--- config.mk ---
export PLATFORM = sky130hd
export DESIGN_NAME = cr_file
export DESIGN_NICKNAME = d
export VERILOG_FILES = /design/src/rtl/cr_pkg.sv /design/src/rtl/cr_status.sv /design/src/rtl/cr_sp_bank.sv /design/src/rtl/cr_word_store.sv /design/src/rtl/cr_rd_compose.sv /design/src/rtl/cr_file.sv
export SDC_FILE = /design/constraint.sdc
export NUM_CORES = 1
export LEC_CHECK = 0
export ABC_AREA = 1
export BUFFER_PORTS_ARGS = -buffer_cell sky130_fd_sc_hd__buf_2
export CELL_PAD_IN_SITES_DETAIL_PLACEMENT = 1
export CELL_PAD_IN_SITES_GLOBAL_PLACEMENT = 2
export CORE_ASPECT_RATIO = 0.75
export CORE_MARGIN = 5
export CORE_UTILIZATION = 33
export CTS_CLUSTER_DIAMETER = 200
export DETAILED_ROUTE_END_ITERATION = 6
export GPL_TIMING_DRIVEN = 0
export HOLD_SLACK_MARGIN = 0.06
export PLACE_DENSITY = 0.79
export SYNTH_ARGS = -nofsm -noshare
export SYNTH_HDL_FRONTEND = slang
export SYNTH_SLANG_ARGS = --single-unit
--- constraint.sdc ---
create_clock -name clk -period 4.15 [get_ports clk]
set_clock_uncertainty 0.2 [all_clocks]
set_input_delay 0.415 -clock clk [delete_from_list [all_inputs] [get_ports clk]]
set_output_delay 0.415 -clock clk [all_outputs]
set_load 0.1 [all_outputs]
--- src/rtl/cr_pkg.sv ---
package cr_pkg;
  localparam int IDX_W       = 4;
  localparam int STAT_W      = 8;
  localparam int MODE_BIT    = 7;
  localparam int STORE_BASE  = 4;
  localparam int STORE_DEPTH = 4;

  localparam logic [STAT_W-1:0] BAK_MASK = 8'hC1;
  localparam logic [STAT_W-1:0] CUR_MASK = 8'hC0;
  localparam logic [STAT_W-1:0] BB_MASK  = 8'hC1;

  typedef enum logic [IDX_W-1:0] {
    CR_STATUS = 4'd0,
    CR_COND   = 4'd1,
    CR_ISP    = 4'd2,
    CR_USP    = 4'd3,
    CR_GEN0   = 4'd4,
    CR_GEN1   = 4'd5,
    CR_BPC    = 4'd6,
    CR_BBPC   = 4'd7,
    CR_BBSTAT = 4'd8
  } cr_idx_e;
endpackage

--- src/rtl/cr_status.sv ---
module cr_status
  import cr_pkg::*;
(
  input  logic              clk,
  input  logic              rst,
  input  logic              wr_stat,
  input  logic              wr_cond,
  input  logic              wr_bb,
  input  logic [2*STAT_W-1:0] wd,
  output logic [STAT_W-1:0] cur_q,
  output logic [STAT_W-1:0] bak_q,
  output logic [STAT_W-1:0] bb_q,
  output logic              cond_q,
  output logic              mode,
  output logic              swap_to_sys,
  output logic              swap_to_usr
);
  assign mode        = cur_q[MODE_BIT];
  assign swap_to_sys = wr_stat & ~cur_q[MODE_BIT] &  wd[MODE_BIT];
  assign swap_to_usr = wr_stat &  cur_q[MODE_BIT] & ~wd[MODE_BIT];

  always_ff @(posedge clk) begin
    if (rst) begin
      cur_q  <= '0;
      bak_q  <= '0;
      bb_q   <= '0;
      cond_q <= 1'b0;
    end else begin
      if (wr_stat) begin
        cur_q  <= wd[STAT_W-1:0];
        bak_q  <= wd[2*STAT_W-1:STAT_W];
        cond_q <= wd[0];
      end else if (wr_cond) begin
        cond_q <= wd[0];
      end
      if (wr_bb) bb_q <= wd[STAT_W-1:0];
    end
  end
endmodule

--- src/rtl/cr_sp_bank.sv ---
module cr_sp_bank #(
  parameter int DATA_W = 32
) (
  input  logic              clk,
  input  logic              rst,
  input  logic              mode,
  input  logic              swap_to_sys,
  input  logic              swap_to_usr,
  input  logic              wr_isp,
  input  logic              wr_usp,
  input  logic [DATA_W-1:0] wd,
  input  logic [DATA_W-1:0] gsp_in,
  output logic [DATA_W-1:0] isp_q,
  output logic [DATA_W-1:0] usp_q,
  output logic              gsp_we,
  output logic [DATA_W-1:0] gsp_wdata
);
  always_ff @(posedge clk) begin
    if (rst) begin
      isp_q <= '0;
      usp_q <= '0;
    end else if (swap_to_sys) begin
      usp_q <= gsp_in;
    end else if (swap_to_usr) begin
      isp_q <= gsp_in;
    end else if (wr_isp && !mode) begin
      isp_q <= wd;
    end else if (wr_usp && mode) begin
      usp_q <= wd;
    end
  end

  always_comb begin
    gsp_we    = 1'b0;
    gsp_wdata = '0;
    if (swap_to_sys) begin
      gsp_we    = 1'b1;
      gsp_wdata = isp_q;
    end else if (swap_to_usr) begin
      gsp_we    = 1'b1;
      gsp_wdata = usp_q;
    end else if ((wr_isp && mode) || (wr_usp && !mode)) begin
      gsp_we    = 1'b1;
      gsp_wdata = wd;
    end
  end
endmodule

--- src/rtl/cr_word_store.sv ---
module cr_word_store #(
  parameter int DATA_W = 32,
  parameter int DEPTH  = 4,
  localparam int SLOT_W = (DEPTH > 1) ? $clog2(DEPTH) : 1
) (
  input  logic              clk,
  input  logic              rst,
  input  logic              we,
  input  logic [SLOT_W-1:0] wslot,
  input  logic [DATA_W-1:0] wd,
  input  logic [SLOT_W-1:0] rslot,
  output logic [DATA_W-1:0] rword
);
  logic [DATA_W-1:0] mem [DEPTH];

  for (genvar g = 0; g < DEPTH; g++) begin : g_word
    always_ff @(posedge clk) begin
      if (rst)                                 mem[g] <= '0;
      else if (we && wslot == SLOT_W'(g))      mem[g] <= wd;
    end
  end

  assign rword = mem[rslot];
endmodule

--- src/rtl/cr_rd_compose.sv ---
module cr_rd_compose
  import cr_pkg::*;
#(
  parameter int DATA_W = 32
) (
  input  logic [IDX_W-1:0]  idx,
  input  logic [STAT_W-1:0] cur,
  input  logic [STAT_W-1:0] bak,
  input  logic [STAT_W-1:0] bb,
  input  logic              cond,
  input  logic              mode,
  input  logic [DATA_W-1:0] isp,
  input  logic [DATA_W-1:0] usp,
  input  logic [DATA_W-1:0] gsp_in,
  input  logic [DATA_W-1:0] sword,
  output logic [DATA_W-1:0] word
);
  localparam int PAD_W = DATA_W - 2*STAT_W;

  always_comb begin
    word = '0;
    case (idx)
      CR_STATUS: word = {{PAD_W{1'b0}}, bak & BAK_MASK,
                         (cur & CUR_MASK) | {{(STAT_W-1){1'b0}}, cond}};
      CR_COND:   word = {{(DATA_W-1){1'b0}}, cond};
      CR_ISP:    word = mode  ? gsp_in : isp;
      CR_USP:    word = !mode ? gsp_in : usp;
      CR_GEN0,
      CR_GEN1:   word = sword;
      CR_BPC,
      CR_BBPC:   word = {sword[DATA_W-1:1], 1'b0};
      CR_BBSTAT: word = {{(DATA_W-STAT_W){1'b0}}, bb & BB_MASK};
      default:   word = '0;
    endcase
  end
endmodule

--- src/rtl/cr_file.sv ---
module cr_file
  import cr_pkg::*;
#(
  parameter int DATA_W = 32
) (
  input  logic              clk,
  input  logic              rst,
  input  logic              wr_en,
  input  logic [IDX_W-1:0]  wr_idx,
  input  logic [DATA_W-1:0] wr_data,
  input  logic [IDX_W-1:0]  rd_idx,
  output logic [DATA_W-1:0] rd_data,
  input  logic [DATA_W-1:0] gsp_in,
  output logic              gsp_we,
  output logic [DATA_W-1:0] gsp_wdata,
  output logic              cond_o,
  output logic              stack_mode_o
);
  localparam int SLOT_W = $clog2(STORE_DEPTH);

  logic wr_stat, wr_cond, wr_bb, wr_isp, wr_usp, wr_store, rd_store;
  logic [STAT_W-1:0] cur, bak, bb;
  logic cond, mode, to_sys, to_usr;
  logic [DATA_W-1:0] isp, usp, sword, rd_next;
  logic [IDX_W-1:0]  wofs, rofs;

  assign wr_stat  = wr_en && (wr_idx == CR_STATUS);
  assign wr_cond  = wr_en && (wr_idx == CR_COND);
  assign wr_bb    = wr_en && (wr_idx == CR_BBSTAT);
  assign wr_isp   = wr_en && (wr_idx == CR_ISP);
  assign wr_usp   = wr_en && (wr_idx == CR_USP);
  assign wofs     = wr_idx - IDX_W'(STORE_BASE);
  assign rofs     = rd_idx - IDX_W'(STORE_BASE);
  assign wr_store = wr_en && (wr_idx >= IDX_W'(STORE_BASE))
                          && (wr_idx <  IDX_W'(STORE_BASE + STORE_DEPTH));
  assign rd_store = (rd_idx >= IDX_W'(STORE_BASE))
                 && (rd_idx <  IDX_W'(STORE_BASE + STORE_DEPTH));

  cr_status u_stat (
    .clk(clk), .rst(rst),
    .wr_stat(wr_stat), .wr_cond(wr_cond), .wr_bb(wr_bb),
    .wd(wr_data[2*STAT_W-1:0]),
    .cur_q(cur), .bak_q(bak), .bb_q(bb), .cond_q(cond),
    .mode(mode), .swap_to_sys(to_sys), .swap_to_usr(to_usr)
  );

  cr_sp_bank #(.DATA_W(DATA_W)) u_sp (
    .clk(clk), .rst(rst), .mode(mode),
    .swap_to_sys(to_sys), .swap_to_usr(to_usr),
    .wr_isp(wr_isp), .wr_usp(wr_usp), .wd(wr_data), .gsp_in(gsp_in),
    .isp_q(isp), .usp_q(usp), .gsp_we(gsp_we), .gsp_wdata(gsp_wdata)
  );

  cr_word_store #(.DATA_W(DATA_W), .DEPTH(STORE_DEPTH)) u_store (
    .clk(clk), .rst(rst), .we(wr_store),
    .wslot(wofs[SLOT_W-1:0]), .wd(wr_data),
    .rslot(rd_store ? rofs[SLOT_W-1:0] : '0), .rword(sword)
  );

  cr_rd_compose #(.DATA_W(DATA_W)) u_rd (
    .idx(rd_idx), .cur(cur), .bak(bak), .bb(bb), .cond(cond), .mode(mode),
    .isp(isp), .usp(usp), .gsp_in(gsp_in), .sword(sword), .word(rd_next)
  );

  always_ff @(posedge clk) begin
    if (rst) rd_data <= '0;
    else     rd_data <= rd_next;
  end

  assign cond_o       = cond;
  assign stack_mode_o = mode;
endmodule

# Yosys cells after proc, flatten, opt, wreduce, memory -nomap -nowiden
# Memory sizes are Yosys's and may differ from the RTL's.
# Cells that the tools add are included.
[word_totals] register_bits=121 latch_bits=0 ram_bits=128 mem_bits_ro=0 input_bits=75 out_inout_bits=67 elab_cells=107 n_memories=1
[memory_table] memory="u_store.mem" depth=4 width=32 read_ports=1 rd_ports_with_merged_regs=0 write_ports=4 line_no="cr_word_store.sv:14" source="logic [DATA_W-1:0] mem [DEPTH];"
[op_classes] addsub=2 multipliers=0 div_mod_pow=0 order_cmp=4 eq_ne=17 shift=0 mux=36 bitwise=12 n_reduce_logical=28
[ops] cell="$mux W32" n=15
[ops] cell="$pmux W32 S7" n=1
[ops] cell="$mux W1" n=19
[ops] cell="$eq A4 B2 Y1 const B" n=4
[ops] cell="$eq A4 B3 Y1 const B" n=4
[ops] cell="$logic_and A1 B1 Y1" n=16
[ops] cell="$eq A4 B1 Y1 const B" n=2
[ops] cell="$eq A4 B4 Y1 const B" n=2
[ops] cell="$ge A4 B3 Y1 const B" n=2
[ops] cell="$logic_not A4 Y1" n=2
[ops] cell="$lt A4 B4 Y1 const B" n=2
[ops] cell="$or A8 B1 Y8" n=1
[ops] cell="$reduce_bool A2 Y1" n=3
[ops] cell="$and A1 B1 Y1" n=4
[ops] cell="$eq A2 B2 Y1 const B" n=2
[ops] cell="$ne A2 B2 Y1 const B" n=2
[ops] cell="$or A1 B1 Y1" n=4
[ops] cell="$reduce_or A2 Y1" n=2
[ops] cell="$sub A2 B1 Y2 const B" n=2
[ops] cell="$not A1 Y1" n=3
[ops] cell="$reduce_and A3 Y1" n=1
[ops] cell="$eq A2 B1 Y1 const B" n=1
[ops] cell="$logic_not A2 Y1" n=1
[ops] cell="$mux W2" n=1
[ops] cell="other kinds (3)" n=3

# Logic depth before layout (Yosys ltp)
# Gate-level depths: netlist of the first run.
[depth] depth_word=8 depth_mapped=10 ltp_nobuf=9

# Hierarchy
# From an unflattened synthesis of the first run, not the netlist that was laid out.
[unflattened] hier_cells=2001 hier_area_um2=13684.4
[modules_own_cells] mod="cr_word_store" instances=1 cells_per_inst=693 area_each_um2=6109.6 seq_area_each_um2=3843.7
[modules_own_cells] mod="cr_sp_bank" instances=1 cells_per_inst=706 area_each_um2=4112.7 seq_area_each_um2=1281.2
[modules_own_cells] mod="cr_rd_compose" instances=1 cells_per_inst=366 area_each_um2=1511.4 seq_area_each_um2=0.0
[modules_own_cells] mod="cr_file" instances=1 cells_per_inst=121 area_each_um2=1004.7 seq_area_each_um2=640.6
[modules_own_cells] mod="cr_status" instances=1 cells_per_inst=115 area_each_um2=945.9 seq_area_each_um2=500.5

# Worst setup path after synthesis of the first run
# Ideal clock, no wire load.
[synth_timing] kind="reg2out" start="register u_stat.cur_q[7]" end="output gsp_wdata[0]" t_arrival_ps=3201 t_required_ps=3535 path_slack_ps=334 stages_incl_launch_ff=7 path_buffers=2 path_cell_list="dfxtp_1 -> buf_4 -> inv_2 -> nor2_2 -> nand2_4 -> buf_2 -> o211ai_1"
[synth_between] elab_chain_len=6 elab_cells_between_ends=12
[synth_lines] element="start: declaration" line_no="cr_status.sv:10" source="output logic [STAT_W-1:0] cur_q,"
[synth_lines] element="start signal: assignment" line_no="cr_status.sv:30" source="cur_q <= wd[STAT_W-1:0];"
[synth_lines] element="$logic_not A1 Y1"
[synth_lines] element="$logic_and A1 B1 Y1" line_no="cr_sp_bank.sv:42" source="end else if ((wr_isp && mode) || (wr_usp && !mode)) begin"
[synth_lines] element="$logic_or A1 B1 Y1" line_no="cr_sp_bank.sv:42"
[synth_lines] element="$mux W32" line_no="cr_sp_bank.sv:42"
[synth_lines] element="$mux W32" line_no="cr_sp_bank.sv:39" source="end else if (swap_to_usr) begin"
[synth_lines] element="$mux W32 *" line_no="cr_sp_bank.sv:36" source="if (swap_to_sys) begin"
[synth_lines] element="end: declaration" line_no="cr_file.sv:15" source="output logic [DATA_W-1:0] gsp_wdata,"
# Mark *: on every way between the ends. The rest lies on a longest branch, timed or not.

# Worst setup path in the final report of the first run
[layout_timing] start="register u_stat.cur_q[7]" end="output gsp_wdata[7]"
# The elaborated chain is that of the path after synthesis.

==> results of run 1 <==
-- power by group --
part | internal [mW] | switching (mW) | total [mW]
Combinational | 0.186 | 0.521 | 0.707
Sequential | 2.51 | 0.0314 | 2.54
Clock | 1.41 | 1.04 | 2.44
-- flip-flops by register name, indices dropped and copies added, names as in the netlist --
register and count:
u_stat.cond_q 1, u_sp.usp_q 32, u_sp.isp_q 32, u_stat.bak_q 3
u_stat.bb_q 3, u_stat.cur_q 2, u_store.mem 126, rd_data 32
-- cell type report --
cell class	instances	share of cell area [%]
clock inverter	10	0.618
multi-input combinational	1233	35.3
buffer	111	3.26
tap	496	4.09
timing repair buffer	210	9.51
sequential	231	38.8
clock buffer	40	5.30
inverter	127	3.14
-- final timing paths --
path	start	endpoint	slack, ns	depth (start not counted)
worst max-delay path	u_stat.cur_q[7]	gsp_wdata[7]	0.16	8
worst min-delay path	gsp_in[25]	u_sp.usp_q[25]	0.08	5
worst max register to register	u_stat.cur_q[7]	u_sp.isp_q[23]	1.52	11
worst min register to register	u_sp.isp_q[16]	u_sp.isp_q[16]	0.32	2
-- placed cells by master, fill, tap and decap left out, types with 3 or more instances in the layout --
| master | count |
|---|---|
| a21oi_1 | 34 |
| a31oi_1 | 5 |
| buf_1 | 4 |
| buf_12 | 3 |
| buf_2 | 185 |
| buf_4 | 6 |
| clkbuf_1 | 62 |
| clkbuf_16 | 27 |
| clkbuf_8 | 8 |
| clkinv_2 | 5 |
| dfxtp_1 | 105 |
| dlygate4sd3_1 | 65 |
| edfxtp_1 | 126 |
| inv_1 | 121 |
| inv_2 | 6 |
| nand2_1 | 556 |
| nand3_1 | 112 |
| nand3b_1 | 25 |
| nand4_1 | 33 |
| nor2_1 | 331 |
| nor2_2 | 4 |
| nor2_4 | 3 |
| o211ai_1 | 37 |
| o21ai_0 | 69 |
| o21ai_1 | 13 |
| o21ai_4 | 4 |
| or2_2 | 3 |
-- synthesized netlist by cell type --
library cell and count:
a21oi_1 34, or2_2 3, o21ai_0 73, a31oi_1 5
nand4_2 1, clkbuf_1 57, o21ai_1 13, dfxtp_1 105
nor2_4 3, inv_2 6, o21a_1 1, nand4_1 33
buf_1 4, nand2_4 2, buf_2 44, nor2_2 4
nand2_1 556, nand3b_1 25, inv_1 121, nor2_1 331
nand3_1 112, edfxtp_1 126, o211ai_1 37, buf_4 6
-- cell families (layout without fill, tap and decap cells) --
logic type | after synthesis | count (layout) | synth area share (%)
compound gates | 163 | 163 | 7.54
buf+inv | 238 | 498 | 7.98
simple gates | 1070 | 1070 | 36.1
flops | 231 | 231 | 48.4
-- per-layer routing --
metal	vias to the layer above	GRT usage (%)	wire length, µm
met4	2	4.85	1030
met1	6139	38.4	26300
li1	5947	-	-
met5	-	0	16
met3	65	4.61	3470
met2	383	40.8	24000
-- worst reg2reg max path, delay by kind of cell, from the launching register on --
| family | cells | cell delay, ns |
|---|---|---|
| flops | 1 | 0.43 |
| simple gates | 6 | 0.71 |
| buf+inv | 5 | 1.23 |
-- stage by stage --
stage,power (mW),utilization [%]
6_report,5.69,42.0
5_1_grt,5.88,42.0
4_1_cts,5.72,42.0
3_5_place_dp,3.24,37.7
3_3_place_gp,3.22,37.4
2_1_floorplan,2.98,-
==> results by group, run 1 <==
Critical path
  • Most frequent CP cell: buf_2
  • Critical path type: flip-flop to primary output
  • Critical path capture point type: primary output
  • Critical path launch point type: flip-flop
  • Crit path DAT: around 3.4 ns
  • Cell family with most CP delay: buffers and inverters
  • CP Data Required Time: around 3.5 ns
  • Slowest CP cell: buf_1
  • Crit path cell chain: buf_4 > inv_2 > buf_2 > nand2_1 > buf_1 > nand3_1 > o211ai_1 > buf_2
  • CP peak stage delay: 0.64 ns
  • Worst-path fanout max: 10
  • Buf+Inv Stages, Crit Path: 5

Clocking
  • Setup bufs post-CTS: 0
  • Clk_lat worst skew: 0.57 ns
  • CTS H-tree lvls: 1
  • CTS sink cnt: 231
  • Worst-path clk slew: roughly 0.070 ns
  • CTS tree: built
  • Num CTS Buffers: 27
  • # resized after CTS: 0
  • Clock root buffer: clkbuf_16
  • Clk buf depth: 3
  • Hold_buf cts: 65

Timing
  • Tcrit/Tclk final: between 90% and 100%
  • Setup TNS: 0 ns
  • Hold_ws: just over 0.08 ns
  • Worst-Margin Slew: just over 0.9 ns
  • RSZ-0062 raised after global routing: false
  • Slew Viols, Final: 0
  • # setup viols final: 0
  • Final hold violations: 0
  • Final setup margin: between 0.15 and 0.2 ns
  • Headroom to the max-slew limit: between 30% and 40%
  • Period minus WS final: around 4.0 ns
  • Max frequency: 0.250 GHz

GRT
  • First-pass GRT wire length: 80600 µm
  • GR Util All Layers: roughly a quarter
  • Largest net degree at the start of global routing: 23
  • Grt ovf: 0
  • Vias in the first global route: about 13000
  • Initial antenna violation count: 2

Layout
  • Final instance area: about 15000 µm²
  • Area Growth Syn to Fin: 24.7%
  • Post-Layout Cell Count: approximately 2500
  • Antenna cells: 0
  • Multi-input logic area: between 5000 and 6000 µm²
  • Fraction of layout cells with a size suffix above 1: a little over an eighth
  • Register area: between 5000 and 6000 µm²
  • # fillers: 4540
  • # nets final: approximately 2000

Floorplanning
  • Die Wd: 232 µm
  • Die height: 176 µm
  • Row cnt: 60
  • Core ar.: around 36000 µm²
  • Number of I/O pins: roughly 140
  • Die area: between 40000 and 50000 µm²
  • Starting Density: about a third

Drt
  • Via/cell ratio: about 5.1
  • DR WL/cell: 22.3 µm
  • Antenna violation net count after detailed routing: 0
  • Via count: 12500
  • Initial DRC Count: around 1100
  • Drt total wl: approximately 55000 µm
  • TritonRoute pass-1 iters: 5
  • # DRC: 0

Logic synthesis
  • Syn Std Cell Area: approximately 12000 µm²
  • Mean area per synthesized cell: 7.15 µm²
  • Netlist cell types: 24
  • Synth area leader: edfxtp_1
  • Syn Nets: 1777
  • Ys Warns: 0
  • Yosys top cell area share: 31.1%
  • Yosys reg bits: about 230
  • Area contributors post-synth: edfxtp_1 31%, dfxtp_1 17%, nand2_1 17%
  • Sequential area share after synthesis: 48.4%
  • Mapped Cells: 1702

Place
  • Gpl congestion: between 0.9 and 1
  • Placed instance area: 13600 µm²
  • # port buffers: between 100 and 150
  • Worst slack, placed: slightly above 0.9 ns
  • Dpl hpwl: 40000 µm
  • DP Cell Count: between 2000 and 2500

Job
  • Total of max-cap violations: 0

Pwr
  • Pwr dens: between 300 and 400 nW/µm²
  • Peak supply drop: roughly 0.29 mV
  • Leakage: between 6 and 7 nW

Run status
  • Outcome: finished clean

Hold path
  • Worst hold path type: primary input to flip-flop
Note: power is estimated with default switching activity, not from simulation.
==> run 2: changes to the inputs <==
--- a/config.mk
+++ b/config.mk
@@ -16,7 +16,7 @@
 export DETAILED_ROUTE_END_ITERATION = 6
 export GPL_TIMING_DRIVEN = 0
 export HOLD_SLACK_MARGIN = 0.06
-export PLACE_DENSITY = 0.79
+export PLACE_DENSITY_LB_ADDON = 0.1
 export SYNTH_ARGS = -nofsm -noshare
 export SYNTH_HDL_FRONTEND = slang
 export SYNTH_SLANG_ARGS = --single-unit
==> run 2 against run 1 <==
Net effect:
- first-iteration DRC count shrank 12%
- fmax grew 2.5%
- design area is essentially flat
- setup slack gained 0.099 ns
- count of clock-buffer cells in the layout shrank 14
- final cell count is the same
- global-route usage grew 0.44 points
- sequential power is essentially flat
- total power is essentially flat
- core utilization is essentially flat
- via count is essentially flat
- critical path type unchanged
- critical endpoint unchanged
==> results by group, run 2 (synthesis gave the netlist of run 1 again) <==
Critical path
  • Critical path capture point type: primary output
  • Cell family with most CP delay: buffers and inverters
  • WP depth: 8 (unchanged)
  • Most frequent CP cell: buf_2
  • Critical path type: flip-flop to primary output
  • CP Data Required Time: 3.53 ns (about the same)
  • R2R Setup Slk: 1.59 ns (+0.07 ns)
  • Crit path DAT: 3.28 ns (-0.10 ns)
  • Buf+Inv Stages, Crit Path: 5 (unchanged)
  • Critical path launch point type: flip-flop
  • Slowest CP cell: buf_1
  • Worst reg2reg path endpoint: u_sp.isp_q[27]
  • Path depth of the worst reg2reg path: 11 (unchanged)
  • CP Capture Point: gsp_wdata[7]
  • Worst-path fanout max: 10 (unchanged)
  • CP peak stage delay: 0.60 ns (-0.04 ns)
  • Crit path cell chain: buf_4 > inv_2 > buf_2 > nand2_1 > buf_1 > nand3_1 > o211ai_1 > buf_2
  • Crit Reg-Reg Startpoint: u_stat.cur_q[7]
  • Crit path launch: u_stat.cur_q[7]

Timing
  • # setup viols final: 0 (unchanged)
  • Worst-Margin Slew: 0.863 ns (-0.0509 ns)
  • Setup TNS: 0 ns (unchanged)
  • Max frequency: 0.257 GHz (+2.5%)
  • Slew Viols, Final: 0 (unchanged)
  • Final setup margin: 0.256 ns (+0.0990 ns)
  • Final hold violations: 0 (unchanged)
  • Tcrit/Tclk final: 93.8% (-2.4 points)
  • RSZ-0062 raised after global routing: false
  • Period minus WS final: 3.89 ns (-0.0990 ns)
  • Headroom to the max-slew limit: 42.5% (+3.4 points)

Place
  • DP Cell Count: 2343 (unchanged)
  • Gpl congestion: 0.887 (-3.7%)
  • Dpl hpwl: 40200 µm (+0.58%)
  • Worst slack, placed: 0.869 ns (-0.0368 ns)
  • # port buffers: 141 (unchanged)

GRT
  • GR Util All Layers: 26.6% (+0.44 points)
  • Vias in the first global route: 12500 (-0.53%)
  • Initial antenna violation count: 0 (-2)
  • Largest net degree at the start of global routing: 22 (-4.3%)
  • First-pass GRT wire length: 81500 µm (+1.1%)
  • Grt ovf: 0 (unchanged)

Floorplanning
  • Core ar.: 36100 µm² (unchanged)
  • Row cnt: 60 (unchanged)
  • Die Wd: 232 µm (unchanged)
  • Die area: 40900 µm² (unchanged)
  • Number of I/O pins: 142 (unchanged)
  • Starting Density: 33.7% (unchanged)
  • Die height: 176 µm (unchanged)

Pwr
  • Pwr dens: 375 nW/µm² (about the same)
  • Leakage: 6.62 nW (about the same)
  • Peak supply drop: 0.258 mV (-9.7%)
  • Total Power: 5.70 mW (about the same)

Clocking
  • Num CTS Buffers: 26 (-3.7%)
  • Clock root buffer: clkbuf_16
  • Hold_buf cts: 67 (+3.1%)
  • Clk buf depth: 3 (unchanged)
  • Setup bufs post-CTS: 0 (unchanged)
  • Clk_lat worst skew: 0.57 ns (about the same)
  • CTS tree: built
  • Worst-path clk slew: 0.06 ns (about the same)
  • CTS sink cnt: 231 (unchanged)
  • # resized after CTS: 0 (unchanged)
  • CTS H-tree lvls: 1 (unchanged)

Layout
  • Antenna cells: 0 (unchanged)
  • Most common cell after layout, fill and taps aside: nand2_1
  • # nets final: 2017 (+0.050%)
  • Top reg by flops: u_store.mem
  • Number of flip-flops in the largest register: 126 (unchanged)
  • Final core utilization: 42.1% (about the same)
  • Area Growth Syn to Fin: 24.8% (about the same)
  • Post-Layout Cell Count: 2458 (unchanged)
  • Most frequent cells in the layout: 556 x nand2_1, 331 x nor2_1, 185 x buf_2
  • Fraction of layout cells with a size suffix above 1: 13.3% (-0.051 points)

Drt
  • Initial DRC Count: 950 (-12%)
  • Uppermost layer routed: met4
  • Antenna violation net count after detailed routing: 0 (unchanged)
  • Met1 wire length: 26200 µm (-0.16%)
  • Via count: 12500 (+0.064%)
  • Drt total wl: 55300 µm (+0.97%)
  • # DRC: 0 (unchanged)
  • Via/cell ratio: 5.10 (about the same)
  • Met3 WL: 4310 µm (+24%)
  • TritonRoute pass-1 iters: 5 (unchanged)
  • Metal2 WL: 23600 µm (-1.5%)
  • DR WL/cell: 22.5 µm (+0.97%)

Job
  • Total of max-cap violations: 0 (unchanged)

Run status
  • Outcome: finished clean

Hold path
  • Worst hold path type: primary input to flip-flop
-- run 2: how the worst min path moves through the flow --
stage | slack (ns) | end | start | cells past startpoint
6_report | 0.07 | u_sp.usp_q[25] | gsp_in[25] | 5
5_1_grt | 0.08 | u_sp.usp_q[25] | gsp_in[25] | 5
4_1_cts | 0.06 | u_sp.usp_q[8] | gsp_in[8] | 5
3_5_place_dp | 0.30 | u_sp.isp_q[29] | u_sp.isp_q[29] | 2
3_3_place_gp | 0.29 | u_sp.isp_q[14] | u_sp.isp_q[14] | 2
2_1_floorplan | 0.27 | u_sp.isp_q[7] | u_sp.isp_q[7] | 2
-- run 2: layout make-up --
| cell class | count | area [µm²] |
|---|---|---|
| plain buffers | 111 | 494 |
| clock buffers | 26 | 651 |
| clock inverters | 22 | 226 |
| fillers | 4581 | 20900 |
| inverters | 127 | 477 |
| multi-input cells | 1233 | 5360 |
| flip-flops and latches | 231 | 5890 |
| well taps | 496 | 621 |
| repair buffers | 212 | 1480 |
-- run 2: worst reg2reg max path, stage by stage, from the launching register on --
cell           delay [ns]
dfxtp_1              0.36
buf_4                0.19
inv_2                0.09
nor2_2               0.18
inv_2                0.05
nor2_2               0.22
buf_2                0.34
nand2_1              0.09
nand2_1              0.07
dlygate4sd3_1        0.57
nor2_1               0.05
nor2_1               0.09
-- run 2: per-layer routing --
metal,track usage [%],vias to the layer above
li1,-,5944
met1,38.7,6176
met2,40.1,355
met3,6.80,69
met4,5.34,0
met5,0,-
-- run 2: power by group --
part | total [mW] | leakage (nW) | switching, mW | internal (mW)
Combinational | 0.710 | 4.14 | 0.521 | 0.189
Sequential | 2.54 | 2.06 | 0.0315 | 2.51
Clock | 2.45 | 0.428 | 1.05 | 1.40
-- run 2: through the flow --
step	hold WS [ns]	area [µm²]
4_1_cts	0.0600	15200
3_3_place_gp	0.291	13500
2_1_floorplan	0.275	12200
5_1_grt	0.0767	15200
3_5_place_dp	0.298	13600
6_report	0.0725	15200
==> run 3: changes to the inputs <==
--- a/config.mk
+++ b/config.mk
@@ -11,9 +11,10 @@
 export CELL_PAD_IN_SITES_GLOBAL_PLACEMENT = 2
 export CORE_ASPECT_RATIO = 0.75
 export CORE_MARGIN = 5
-export CORE_UTILIZATION = 33
+export CORE_UTILIZATION = 30
 export CTS_CLUSTER_DIAMETER = 200
 export DETAILED_ROUTE_END_ITERATION = 6
+export GPL_ROUTABILITY_DRIVEN = 0
 export GPL_TIMING_DRIVEN = 0
 export HOLD_SLACK_MARGIN = 0.06
 export PLACE_DENSITY_LB_ADDON = 0.1
==> constraint.sdc (replaced) <==
create_clock -name clk -period 3.3 [get_ports clk]
set_clock_uncertainty 0.2 [all_clocks]
set_input_delay 0.33 -clock clk [delete_from_list [all_inputs] [get_ports clk]]
set_output_delay 0.33 -clock clk [all_outputs]
set_load 0.1 [all_outputs]
==> run 3 against run 2 <==
Net effect:
- combinational power increased by 31%
- non-clock buffer count increased by 32
- flip-flop and latch count unchanged
- sequential share of layout area decreased by 1.2 points
- global-route usage decreased by 1.7 points
- final cell count increased by 2.4%
- worst hold slack improved by 0.015 ns
- design area increased by 3.2%
- critical path type is now primary input to primary output
- total power increased by 28%
- sequential power increased by 26%
- count of clock-buffer cells in the layout increased by 12
- routed wire length increased by 3.3%
==> results by group, run 3 (synthesis gave the netlist of run 1 again) <==
Timing
  • Final hold violations: 0 (unchanged)
  • Worst-Margin Slew: 0.893 ns (+0.0294 ns)
  • Headroom to the max-slew limit: 40.5% (-2.0 points)
  • RSZ-0062 raised after global routing: false
  • Slew Viols, Final: 0 (unchanged)
  • # setup viols final: 0 (unchanged)
  • Max frequency: between 0.3 and 0.4 GHz
  • Hold_ws: 0.0879 ns (+0.0155 ns)
  • Tcrit/Tclk final: 98.0%
  • Period minus WS final: 3.23 ns

GRT
  • GR Util met1: 36.4% (-2.3 points)
  • GR Util All Layers: 24.9% (-1.7 points)
  • Initial antenna violation count: 1 (+1)
  • Largest net degree at the start of global routing: 24 (+9.1%)
  • Vias in the first global route: 12700 (+1.6%)
  • Grt ovf: 0 (unchanged)
  • First-pass GRT wire length: 83600 µm (+2.6%)
  • M2 GR Usage: 38.6% (-1.5 points)
  • Met3 Track Usage GR: 5.02% (-1.8 points)
  • Busiest grt layer: met2

Drt
  • Initial DRC Count: 832 (-12%)
  • TritonRoute pass-1 iters: 5 (unchanged)
  • Antenna violation net count after detailed routing: 0 (unchanged)
  • DR WL/cell: 22.7 µm (+0.90%)
  • Drt total wl: 57100 µm (+3.3%)
  • Via count: 12600 (+0.21%)
  • # DRC: 0 (unchanged)
  • Via/cell ratio: 5.00 (-2.1%)

Floorplanning
  • Row cnt: 63 (+5.0%)
  • Die area: 44700 µm² (+9.5%)
  • Die height: 184 µm (+4.6%)
  • Starting Density: 30.6% (-3.1 points)
  • Core ar.: 39800 µm² (+10%)
  • Die Wd: 243 µm (+4.7%)
  • Number of I/O pins: 142 (unchanged)

Place
  • Dpl hpwl: 41100 µm (+2.3%)
  • # port buffers: 141 (unchanged)
  • DP Cell Count: 2367 (+1.0%)

Clocking
  • Num CTS Buffers: 27 (+3.8%)
  • Clock root buffer: clkbuf_16
  • CTS sink cnt: 231 (unchanged)
  • Clk_lat worst skew: 0.57 ns (about the same)
  • CTS H-tree lvls: 1 (unchanged)
  • Setup bufs post-CTS: 0 (unchanged)
  • Worst-path clk slew: 0.06 ns (about the same)
  • Clk buf depth: 3 (unchanged)
  • CTS tree: built

Critical path
  • Buf+Inv Stages, Crit Path: 4 (-1)
  • Crit Reg-Reg Startpoint: u_stat.cur_q[7]
  • CP peak stage delay: 0.61 ns (about the same)
  • Crit path cell chain: buf_2 > dlygate4sd3_1 > nor2_4 > nand4_2 > clkbuf_1 > o211ai_1 > buf_6
  • R2R Setup Slk: 0.73 ns (-0.86 ns)
  • Critical path type: primary input to primary output
  • Critical path capture point type: primary output
  • Crit path DAT: 2.70 ns (-0.58 ns)
  • Worst reg2reg path endpoint: u_sp.isp_q[21]
  • Critical path launch point type: primary input
  • Path depth of the worst reg2reg path: 11 (unchanged)
  • CP Data Required Time: 2.77 ns (-0.76 ns)
  • Cell family with most CP delay: buffers and inverters
  • Worst-path fanout max: 10 (unchanged)
  • Slowest CP cell: dlygate4sd3_1

Layout
  • Number of flip-flops in the largest register: 126 (unchanged)
  • Area Growth Syn to Fin: 28.8%
  • Most frequent cells in the layout: 555 x nand2_1, 331 x nor2_1, 154 x buf_2
  • Final core utilization: 39.4% (-2.7 points)
  • Antenna cells: 0 (unchanged)
  • Fraction of layout cells with a size suffix above 1: 13.4% (+0.12 points)
  • Post-Layout Cell Count: 2516 (+2.4%)
  • Top reg by flops: u_store.mem
  • # nets final: 2050 (+1.6%)
  • Most common cell after layout, fill and taps aside: nand2_1

Job
  • Total of max-cap violations: 0 (unchanged)

Hold path
  • Worst hold path type: primary input to flip-flop
  • Hold path cells: 5 (unchanged)
  • Hold endpoint: u_sp.usp_q[12]
  • Worst min-delay path startpoint: gsp_in[12]

Pwr
  • Leakage: 6.79 nW (+2.5%)
  • Peak supply drop: 0.336 mV (+31%)
  • Pwr dens: 465 nW/µm² (+24%)

Run status
  • Outcome: finished clean
-- run 3: cell types whose count changed in the layout (fill, tap and decap cells not counted), sizes merged --
cell / previous run / this run
dlygate4sd3: 67 / 99
clkbuf: 83 / 109
buf: 199 / 185
clkinv: 15 / 9
clkinvlp: 3 / 0
bufinv: 4 / 2
inv: 127 / 128
-- run 3: per-layer routing --
metal	wire length, µm	part of all wire [%]
met5	0	0
met4	1190	2.1
met3	3720	6.5
met2	24600	43
met1	27600	48
-- run 3: layout make-up --
cell class	instances	area (µm²)
Fill cell	4944	24100
Sequential cell	231	5890
Timing Repair Buffer	244	1880
Clock inverter	12	121
Buffer	111	505
Clock buffer	38	797
Tap cell	520	651
Multi-Input combinational cell	1233	5360
Inverter	127	477
-- run 3: tightest hold or removal path: cells and delay by family --
family / cells / cell delay [ns]
AND/OR/NAND/NOR: 4 / 0.33
buffers and inverters: 1 / 0.15
-- run 3: how the worst max path moves through the flow --
| stage | slack [ns] | depth (start not counted) | from | end |
|---|---|---|---|---|
| final | 0.07 | 7 | wr_idx[2] | gsp_wdata[7] |
| after CTS | 0.0008 | 10 | u_stat.cur_q[7] | gsp_wdata[27] |
| after global placement | -2.46 | 4 | wr_idx[0] | u_store.mem[0][5] |
| after detailed placement | 0.29 | 10 | wr_idx[3] | gsp_wdata[7] |
| after global routing | 0.003 | 9 | wr_idx[2] | gsp_wdata[0] |
| after floorplan | -0.26 | 3 | wr_idx[0] | u_store.mem[0][0] |
-- run 3: repair_timing --
| action | in CTS | in global routing |
|---|---|---|
| endpoints found under the hold margin | 129 | 0 |
| cloned | 0 | 0 |
| hold buffers | 99 | 0 |
| resized for setup | 21 | 22 |
| endpoints found under the setup margin | 33 | 22 |
| pin swaps | 0 | 0 |
-- run 3: where the power goes --
| part | switching [mW] | total, mW | internal, mW |
|---|---|---|---|
| Clock | 1.33 | 3.17 | 1.84 |
| Sequential | 0.0388 | 3.19 | 3.15 |
| Combinational | 0.669 | 0.933 | 0.264 |
-- run 3: stage by stage --
stage                     instance area, µm²  power [mW]  worst slack (ns)  setup TNS [ns]
after floorplan                        12200        3.75            -0.261          -28.33
after global placement                 13500        4.06             -2.46         -305.02
after detailed placement               13700        4.09             0.287               0
after CTS                              15600        7.34          0.000754               0
after global routing                   15700        7.54           0.00289               0
final                                  15700        7.30            0.0667               0
